`src/rtl/rstcause_pkg.sv`:
```
package rstcause_pkg;
  localparam int NSRC = 4;

  // Source index doubles as vector slot and cause bit position
  typedef enum logic [1:0] {
    SRC_PIN  = 2'd0,
    SRC_BRK  = 2'd1,
    SRC_WDT  = 2'd2,
    SRC_TRAP = 2'd3
  } src_e;

  typedef enum logic {
    ST_RUN  = 1'b0,
    ST_HOLD = 1'b1
  } seq_e;
endpackage

```
`src/rtl/rstcause_sync.sv`:
```
module rstcause_sync #(
  parameter int STAGES = 2
) (
  input  logic clk,
  input  logic arst_n,
  input  logic async_in,
  output logic sync_out
);
  localparam int LAST = STAGES - 1;

  logic [LAST:0] chain_q;
  logic [LAST:0] chain_d;

  generate
    if (STAGES == 1) begin : g_one
      always_comb chain_d = async_in;
    end else begin : g_many
      always_comb chain_d = {chain_q[LAST-1:0], async_in};
    end
  endgenerate

  // Reset value 0 means "pin seen low": power-up looks like a pin reset
  always_ff @(posedge clk or negedge arst_n) begin
    if (!arst_n) chain_q <= '0;
    else         chain_q <= chain_d;
  end

  assign sync_out = chain_q[LAST];
endmodule

```
`src/rtl/rstcause_arb.sv`:
```
module rstcause_arb
  import rstcause_pkg::*;
#(
  parameter int VEC_W      = 16,
  parameter int VEC_STRIDE = 2
) (
  input  logic             pin_lvl,
  input  logic             brk,
  input  logic             wdt,
  input  logic             trap,
  output logic             any,
  output logic [NSRC-1:0]  sel_oh,
  output logic [VEC_W-1:0] sel_vec
);
  logic [NSRC-1:0] raw;

  always_comb begin
    raw            = '0;
    raw[SRC_PIN]   = pin_lvl;
    raw[SRC_BRK]   = brk;
    raw[SRC_WDT]   = wdt;
    raw[SRC_TRAP]  = trap;
  end

  // Fixed priority: pin > watchdog > trap > break
  always_comb begin
    sel_oh = '0;
    if      (raw[SRC_PIN])  sel_oh[SRC_PIN]  = 1'b1;
    else if (raw[SRC_WDT])  sel_oh[SRC_WDT]  = 1'b1;
    else if (raw[SRC_TRAP]) sel_oh[SRC_TRAP] = 1'b1;
    else if (raw[SRC_BRK])  sel_oh[SRC_BRK]  = 1'b1;
  end

  assign any = |raw;

  // Vector of slot i is i * VEC_STRIDE
  logic [VEC_W-1:0] slot_vec [NSRC];
  generate
    for (genvar g = 0; g < NSRC; g++) begin : g_slot
      assign slot_vec[g] = VEC_W'(g * VEC_STRIDE);
    end
  endgenerate

  always_comb begin
    sel_vec = '0;
    for (int i = 0; i < NSRC; i++) begin
      if (sel_oh[i]) sel_vec = sel_vec | slot_vec[i];
    end
  end
endmodule

```
`src/rtl/rstcause_seq.sv`:
```
module rstcause_seq
  import rstcause_pkg::*;
#(
  parameter int VEC_W = 16
) (
  input  logic             clk,
  input  logic             arst_n,
  input  logic             any,
  input  logic             pulse_any,
  input  logic [NSRC-1:0]  sel_oh,
  input  logic [VEC_W-1:0] sel_vec,
  output logic             core_rst,
  output logic             pc_load,
  output logic [NSRC-1:0]  cause,
  output logic [VEC_W-1:0] vec
);
  localparam logic [NSRC-1:0] PIN_OH = NSRC'(1) << SRC_PIN;

  seq_e             st_q, st_d;
  logic             load_q, load_d;
  logic [NSRC-1:0]  cause_q, cause_d;
  logic [VEC_W-1:0] vec_q, vec_d;
  logic             cap_en;

  // Any detected cause (re)captures the record, in either state
  assign cap_en = any;

  always_comb begin
    st_d    = st_q;
    load_d  = 1'b0;
    cause_d = cause_q;
    vec_d   = vec_q;
    if (cap_en) begin
      st_d    = ST_HOLD;
      cause_d = sel_oh;
      vec_d   = sel_vec;
    end else if (st_q == ST_HOLD) begin
      st_d   = ST_RUN;
      load_d = 1'b1;
    end
  end

  always_ff @(posedge clk or negedge arst_n) begin
    if (!arst_n) begin
      st_q    <= ST_HOLD;
      load_q  <= 1'b0;
      cause_q <= PIN_OH;
      vec_q   <= '0;
    end else begin
      st_q   <= st_d;
      load_q <= load_d;
      if (cap_en) begin
        cause_q <= cause_d;
        vec_q   <= vec_d;
      end
    end
  end

  assign core_rst = (st_q == ST_HOLD);
  assign pc_load  = load_q;
  assign cause    = cause_q;
  assign vec      = vec_q;


  pulse_rst_chk: assert property (@(posedge clk) disable iff (!arst_n)
    pulse_any |=> core_rst);


  load_edge_chk: assert property (@(posedge clk) disable iff (!arst_n)
    pc_load |-> (!core_rst && $past(core_rst)));


  load_width_chk: assert property (@(posedge clk) disable iff (!arst_n)
    pc_load |=> !pc_load);


  cause_onehot_chk: assert property (@(posedge clk) disable iff (!arst_n)
    $countones(cause) == 1);


  cause_hold_chk: assert property (@(posedge clk) disable iff (!arst_n)
    !any |=> $stable(cause));


  vec_stable_chk: assert property (@(posedge clk) disable iff (!arst_n)
    pc_load |-> $stable(vec));
endmodule

```
`src/rtl/rstcause_top.sv`:
```
module rstcause_top
  import rstcause_pkg::*;
#(
  parameter int VEC_W       = 16,
  parameter int VEC_STRIDE  = 2,
  parameter int SYNC_STAGES = 2
) (
  input  logic             clk,
  input  logic             arst_n,
  input  logic             ext_rst_n,
  input  logic             supply_low,
  input  logic             stop_mode,
  input  logic             brk_req,
  input  logic             wdt_ovf,
  input  logic             op_trap,
  output logic             core_rst,
  output logic             pc_load,
  output logic [VEC_W-1:0] start_vec,
  output logic [NSRC-1:0]  cause
);
  logic             pin_sync;
  logic             pin_lvl;
  logic             sup_ok;
  logic             any;
  logic             pulse_any;
  logic [NSRC-1:0]  sel_oh;
  logic [VEC_W-1:0] sel_vec;

  rstcause_sync #(.STAGES(SYNC_STAGES)) u_sync (
    .clk      (clk),
    .arst_n   (arst_n),
    .async_in (ext_rst_n),
    .sync_out (pin_sync)
  );

  // Supply-low is gated off while the clock is halted in stop mode
  assign sup_ok    = supply_low & ~stop_mode;
  assign pin_lvl   = ~pin_sync | sup_ok;
  assign pulse_any = brk_req | wdt_ovf | op_trap;

  rstcause_arb #(.VEC_W(VEC_W), .VEC_STRIDE(VEC_STRIDE)) u_arb (
    .pin_lvl (pin_lvl),
    .brk     (brk_req),
    .wdt     (wdt_ovf),
    .trap    (op_trap),
    .any     (any),
    .sel_oh  (sel_oh),
    .sel_vec (sel_vec)
  );

  rstcause_seq #(.VEC_W(VEC_W)) u_seq (
    .clk       (clk),
    .arst_n    (arst_n),
    .any       (any),
    .pulse_any (pulse_any),
    .sel_oh    (sel_oh),
    .sel_vec   (sel_vec),
    .core_rst  (core_rst),
    .pc_load   (pc_load),
    .cause     (cause),
    .vec       (start_vec)
  );


  stop_gate_chk: assert property (@(posedge clk) disable iff (!arst_n)
    (stop_mode && pin_sync && !pulse_any) |=> !$rose(core_rst));


  pin_wins_chk: assert property (@(posedge clk) disable iff (!arst_n)
    pin_lvl |=> (core_rst && cause[SRC_PIN]));
endmodule

```
`config.mk`:
```
export PLATFORM = sky130hd
export DESIGN_NAME = rstcause_top
export DESIGN_NICKNAME = d
export VERILOG_FILES = /design/src/rtl/rstcause_pkg.sv /design/src/rtl/rstcause_sync.sv /design/src/rtl/rstcause_arb.sv /design/src/rtl/rstcause_seq.sv /design/src/rtl/rstcause_top.sv
export SDC_FILE = /design/constraint.sdc
export NUM_CORES = 1
export LEC_CHECK = 0
export BUFFER_PORTS_ARGS = -buffer_cell sky130_fd_sc_hd__buf_4
export CORE_AREA = 4 4 41 43
export CTS_BUF_LIST = sky130_fd_sc_hd__clkbuf_4 sky130_fd_sc_hd__clkbuf_8
export DETAILED_ROUTE_END_ITERATION = 7
export DIE_AREA = 0 0 45 47
export GPL_TIMING_DRIVEN = 0
export PLACE_DENSITY = 0.7
export SLEW_MARGIN = 20
export SYNTH_ARGS = -nofsm -noshare
export SYNTH_HDL_FRONTEND = slang
export SYNTH_SLANG_ARGS = --single-unit
```
`constraint.sdc`:
```
create_clock -name clk -period 1.2 [get_ports clk]
set_input_delay 0.12 -clock clk [delete_from_list [all_inputs] [get_ports clk]]
set_output_delay 0.12 -clock clk [all_outputs]
set_load 0.1 [all_outputs]
```
# Yosys cells after proc, flatten, opt, wreduce, memory -nomap -nowiden
# Index checks and enable logic that the tools add are counted.
# op_classes
mul,0
n_shift,0
n_mux,14
n_eq_ne,0
bitwise_logic,4
addsub,0
div_mod_pow,0
n_reduce_logical,1
n_lt_le_gt_ge,0
# ops
op,count
$mux 1,10
$mux 3,3
$reduce_or 4->1,1
$mux 2,1
$not 1->1,2
$and 1x1->1,1
$or 1x1->1,1
# word_totals
inputBits,8
memories,0
ram_bits,0
latch_bits,0
rom_bits,0
reg_bits,24
output_inout_bits,22
word_cells,24

# Logic depth before layout (Yosys ltp)
# logic_depth
word_depth,7
ltp_mapped,3
ltp_nobuf,2

# Hierarchy
# A second synthesis with hierarchy kept.
# hier_totals
hier_cells,75
area_unflattened_um2,1111.1
# by_module_without_submodules
module,area_per_inst_um2,cells_each,seq_area_each_um2,n_inst
rstcause_seq,878.3,45,553.0,1
rstcause_arb,167.7,25,0.0,1
rstcause_sync,50.0,2,50.0,1
rstcause_top,15.0,3,0.0,1

# Least setup slack after synthesis
# OpenSTA, ideal clock, no wires.
# synth_timing
kind,flip-flop to flip-flop
start,register u_seq.cause[0] (netlist name)
end,"register u_seq.cause_q[0], in the netlist u_seq.cause[0]"
stages_incl_launch_ff,3
arrival_ns,1.387
setup_slack_ns,-0.251
setup_ns,0.064
path_cell_list,dfstp_2 -> or4b_1 -> nand3_1
# synth_lines
element,line,rtl
"end signal, assigned",rstcause_seq.sv:53,cause_q <= cause_d;
"end, declared",rstcause_seq.sv:21,"logic [NSRC-1:0] cause_q, cause_d;"

==> flow_summary.toml <==
[sta]
rsz0062_at_grt = "true"
worst_slack_ps = 3.129
fmax_mhz = 835.5
min_period_ps = 1197
tns_ps = 0
drv_slew = 0
clock_skew_ps = 0.5400
finalSetupViolations = 0
report.final.hold_viol_count = 0
period_share_pct = 99.74

[cts]
clk-insertion-delay-late_ps = 260
cts_setup_buffers = 0
cts_num_sinks = 10
cts_made_buffers = 3
path_clk_slew_ps = 60
root_buffer = "clkbuf_4"
tritoncts = "done"
cts_buffer_depth = 2
h-tree-depth = 1

[synth]
netlist_instances = 43
syn-cell-area_um2 = 494.2
synth_warnings = 0
avgSynthCellArea_um2 = 11.49
synth_top_family_by_area = "buffers and inverters"
yosys.area_share.adder_pct = 0
synthSimpleGateAreaFrac_pct = 16.46
netlist-cell-type-count = 18
synthMuxAreaShare_pct = 0
yosys_register_bits = 10
synth_compound_area_share_pct = 8.861
synthXorXnorAreaFrac_pct = 0
synth_seq_area_share_pct = 51.14

[floorplan]
core_area_um2 = 1301
die_w_um = 45
fp.dieArea_um2 = 2115
start_util_pct = 37.98
rows = 13
ios = 30
die_h_um = 47

[critical_path]
slowest_stage = "dfstp_4"
crit_chain = "or4b_1, nand3_1"
arrival_ps = 1390
critical_path_required_ps = 1400
slowest_delay_ps = 630
start_kind = "register"
end_kind = "register"
cp_max_fo = 2
critPathKind = "reg -> reg"

[power_and_ir_drop]
p_seq_share_pct = 34.6
pwr-share-clk_pct = 27.4
p_leak_nw = 0.4067
power.switching_mw = 0.4396
max-vdd-ir-drop_mv = 0.7208
p_int_mw = 0.6300
power.density_nw_per_um2 = 1408
totalPowerFinal_mw = 1.070
combPwrFrac_pct = 38.0
swShare_pct = 41.10

[job]
drv_cap = 0

[placed_design]
placed_cells = 86
dp_slack_ps = 33.08
portBuffers = 15
gp_congestion = 0.7640
placed_area_um2 = 686.9

[drt]
detail-route-antenna-nets = 0
drt-initial-drc-count = 1
viasPerCell = 4.120
wl_per_cell_um = 10.53
route.detailed.drc = 0
routed_wirelength_um = 969
dr_total_vias = 379
firstDrtPassIters = 2

[final_layout]
nets = 86
syn_to_final_growth_pct = 53.67
final_cell_area_um2 = 759.5
multi_input_area_um2 = 177.7
finalNonFillerCells = 92
insertedDiodeCount = 0
regArea_um2 = 265.3
layout_commonest_cell = "buf_4"
fillers = 137
final_cell_mix = "27 x buf_4, 14 x conb_1, 4 x dfrtp_2, 3 x clkbuf_4, 3 x dfrtp_1"
drive_gt1_share_pct = 54.55

[grt]
grt_use_total_pct = 9.287
antenna_found_initial = 0
grt_pass1_wl_um = 1393
grt_overflow_total = 0
grt_pass1_vias = 311
grt_max_degree = 11

[hold_path]
worstHoldPathType = "in -> reg"

[status]
status = "finished clean"
==> state kept, by name, summed over array words and instances (netlist names) <==
name / cells
u_seq.pc_load: 1
u_seq.core_rst: 1
u_sync.chain_q: 2
u_seq.cause: 4
u_seq.vec: 2
==> per-layer routing <==
layer | GRT usage (%) | wire [µm] | vias to the layer above
met1 | 12.06 | 414 | 167
met3 | 4.215 | 130 | 0
met5 | 0 | 0 | -
met2 | 13.56 | 424 | 22
met4 | 3.509 | 0 | 0
li1 | - | - | 190
==> synthesized netlist by cell type <==
library cell  number  share of area, %
nand2b_1           1               1.3
nor3_1             2               2.0
or4b_1             1               2.0
inv_1              1              0.76
o2111a_1           2               4.6
and4bb_2           1               2.5
dfrtp_1            8                41
nand3_1            2               2.0
buf_4             14                21
nor3b_1            1               1.5
dfstp_2            2                11
and4_1             1               1.8
nor2_1             1              0.76
nor2b_1            2               2.5
clkbuf_1           1              0.76
o211a_1            1               2.0
o311a_2            1               2.3
conb_1             1              0.76
==> worst max-delay path: cells and delay by family (launching register included) <==
kind	cells	cell delay [ps]
flip-flops	1	630
AND/OR/NAND/NOR	2	510
==> cell type report <==
class | count | area share (%)
well taps | 15 | 2.471
plain buffers | 15 | 14.33
inverters | 1 | 0.4942
multi-input cells | 30 | 23.39
flip-flops and latches | 10 | 34.93
repair buffers | 17 | 19.60
clock buffers | 4 | 4.778
==> final timing paths <==
kind	cells past startpoint	start	end	slack [ps]
max in group asynchronous	2	arst_n	u_seq.cause[0]	750
min in group asynchronous	2	arst_n	u_sync.chain_q[0]	230
max reg2reg	2	u_seq.cause[0]	u_seq.cause[0]	3
min	3	brk_req	u_seq.core_rst	160
max	2	u_seq.cause[0]	u_seq.cause[0]	3
min reg2reg	0	u_sync.chain_q[0]	u_sync.chain_q[1]	350
==> per-stage QoR <==
step	util, %	hold WS (ps)
2_1_floorplan	-	-175.6
3_3_place_gp	52.79	-46.69
3_5_place_dp	52.79	-45.25
4_1_cts	57.69	154.9
5_1_grt	58.37	156.1
6_report	58.37	156.5
==> what timing repair did <==
item,in CTS,in global routing
hold endpoints to repair,11,0
hold buffers,2,0
gates resized for setup,2,2
endpoints found under the setup margin,1,3
==> cells by family (layout without fill, tap and decap cells) <==
kind of cell | count (synthesis) | after routing
AOI/OAI and AO/OA | 4 | 4
buffers and inverters | 16 | 37
DFF | 10 | 10
other | 1 | 14
and+or+nand+nor | 12 | 12
==> power by group through the flow <==
stage	Clock [mW]	Sequential, mW	Combinational, mW
after global routing	0.321	0.372	0.418
after floorplan	0	0.464	0.247
final	0.293	0.370	0.406
after detailed placement	0	0.375	0.393
after CTS	0.300	0.370	0.402
after global placement	0	0.375	0.391
Power figures use the tool's default switching activity.
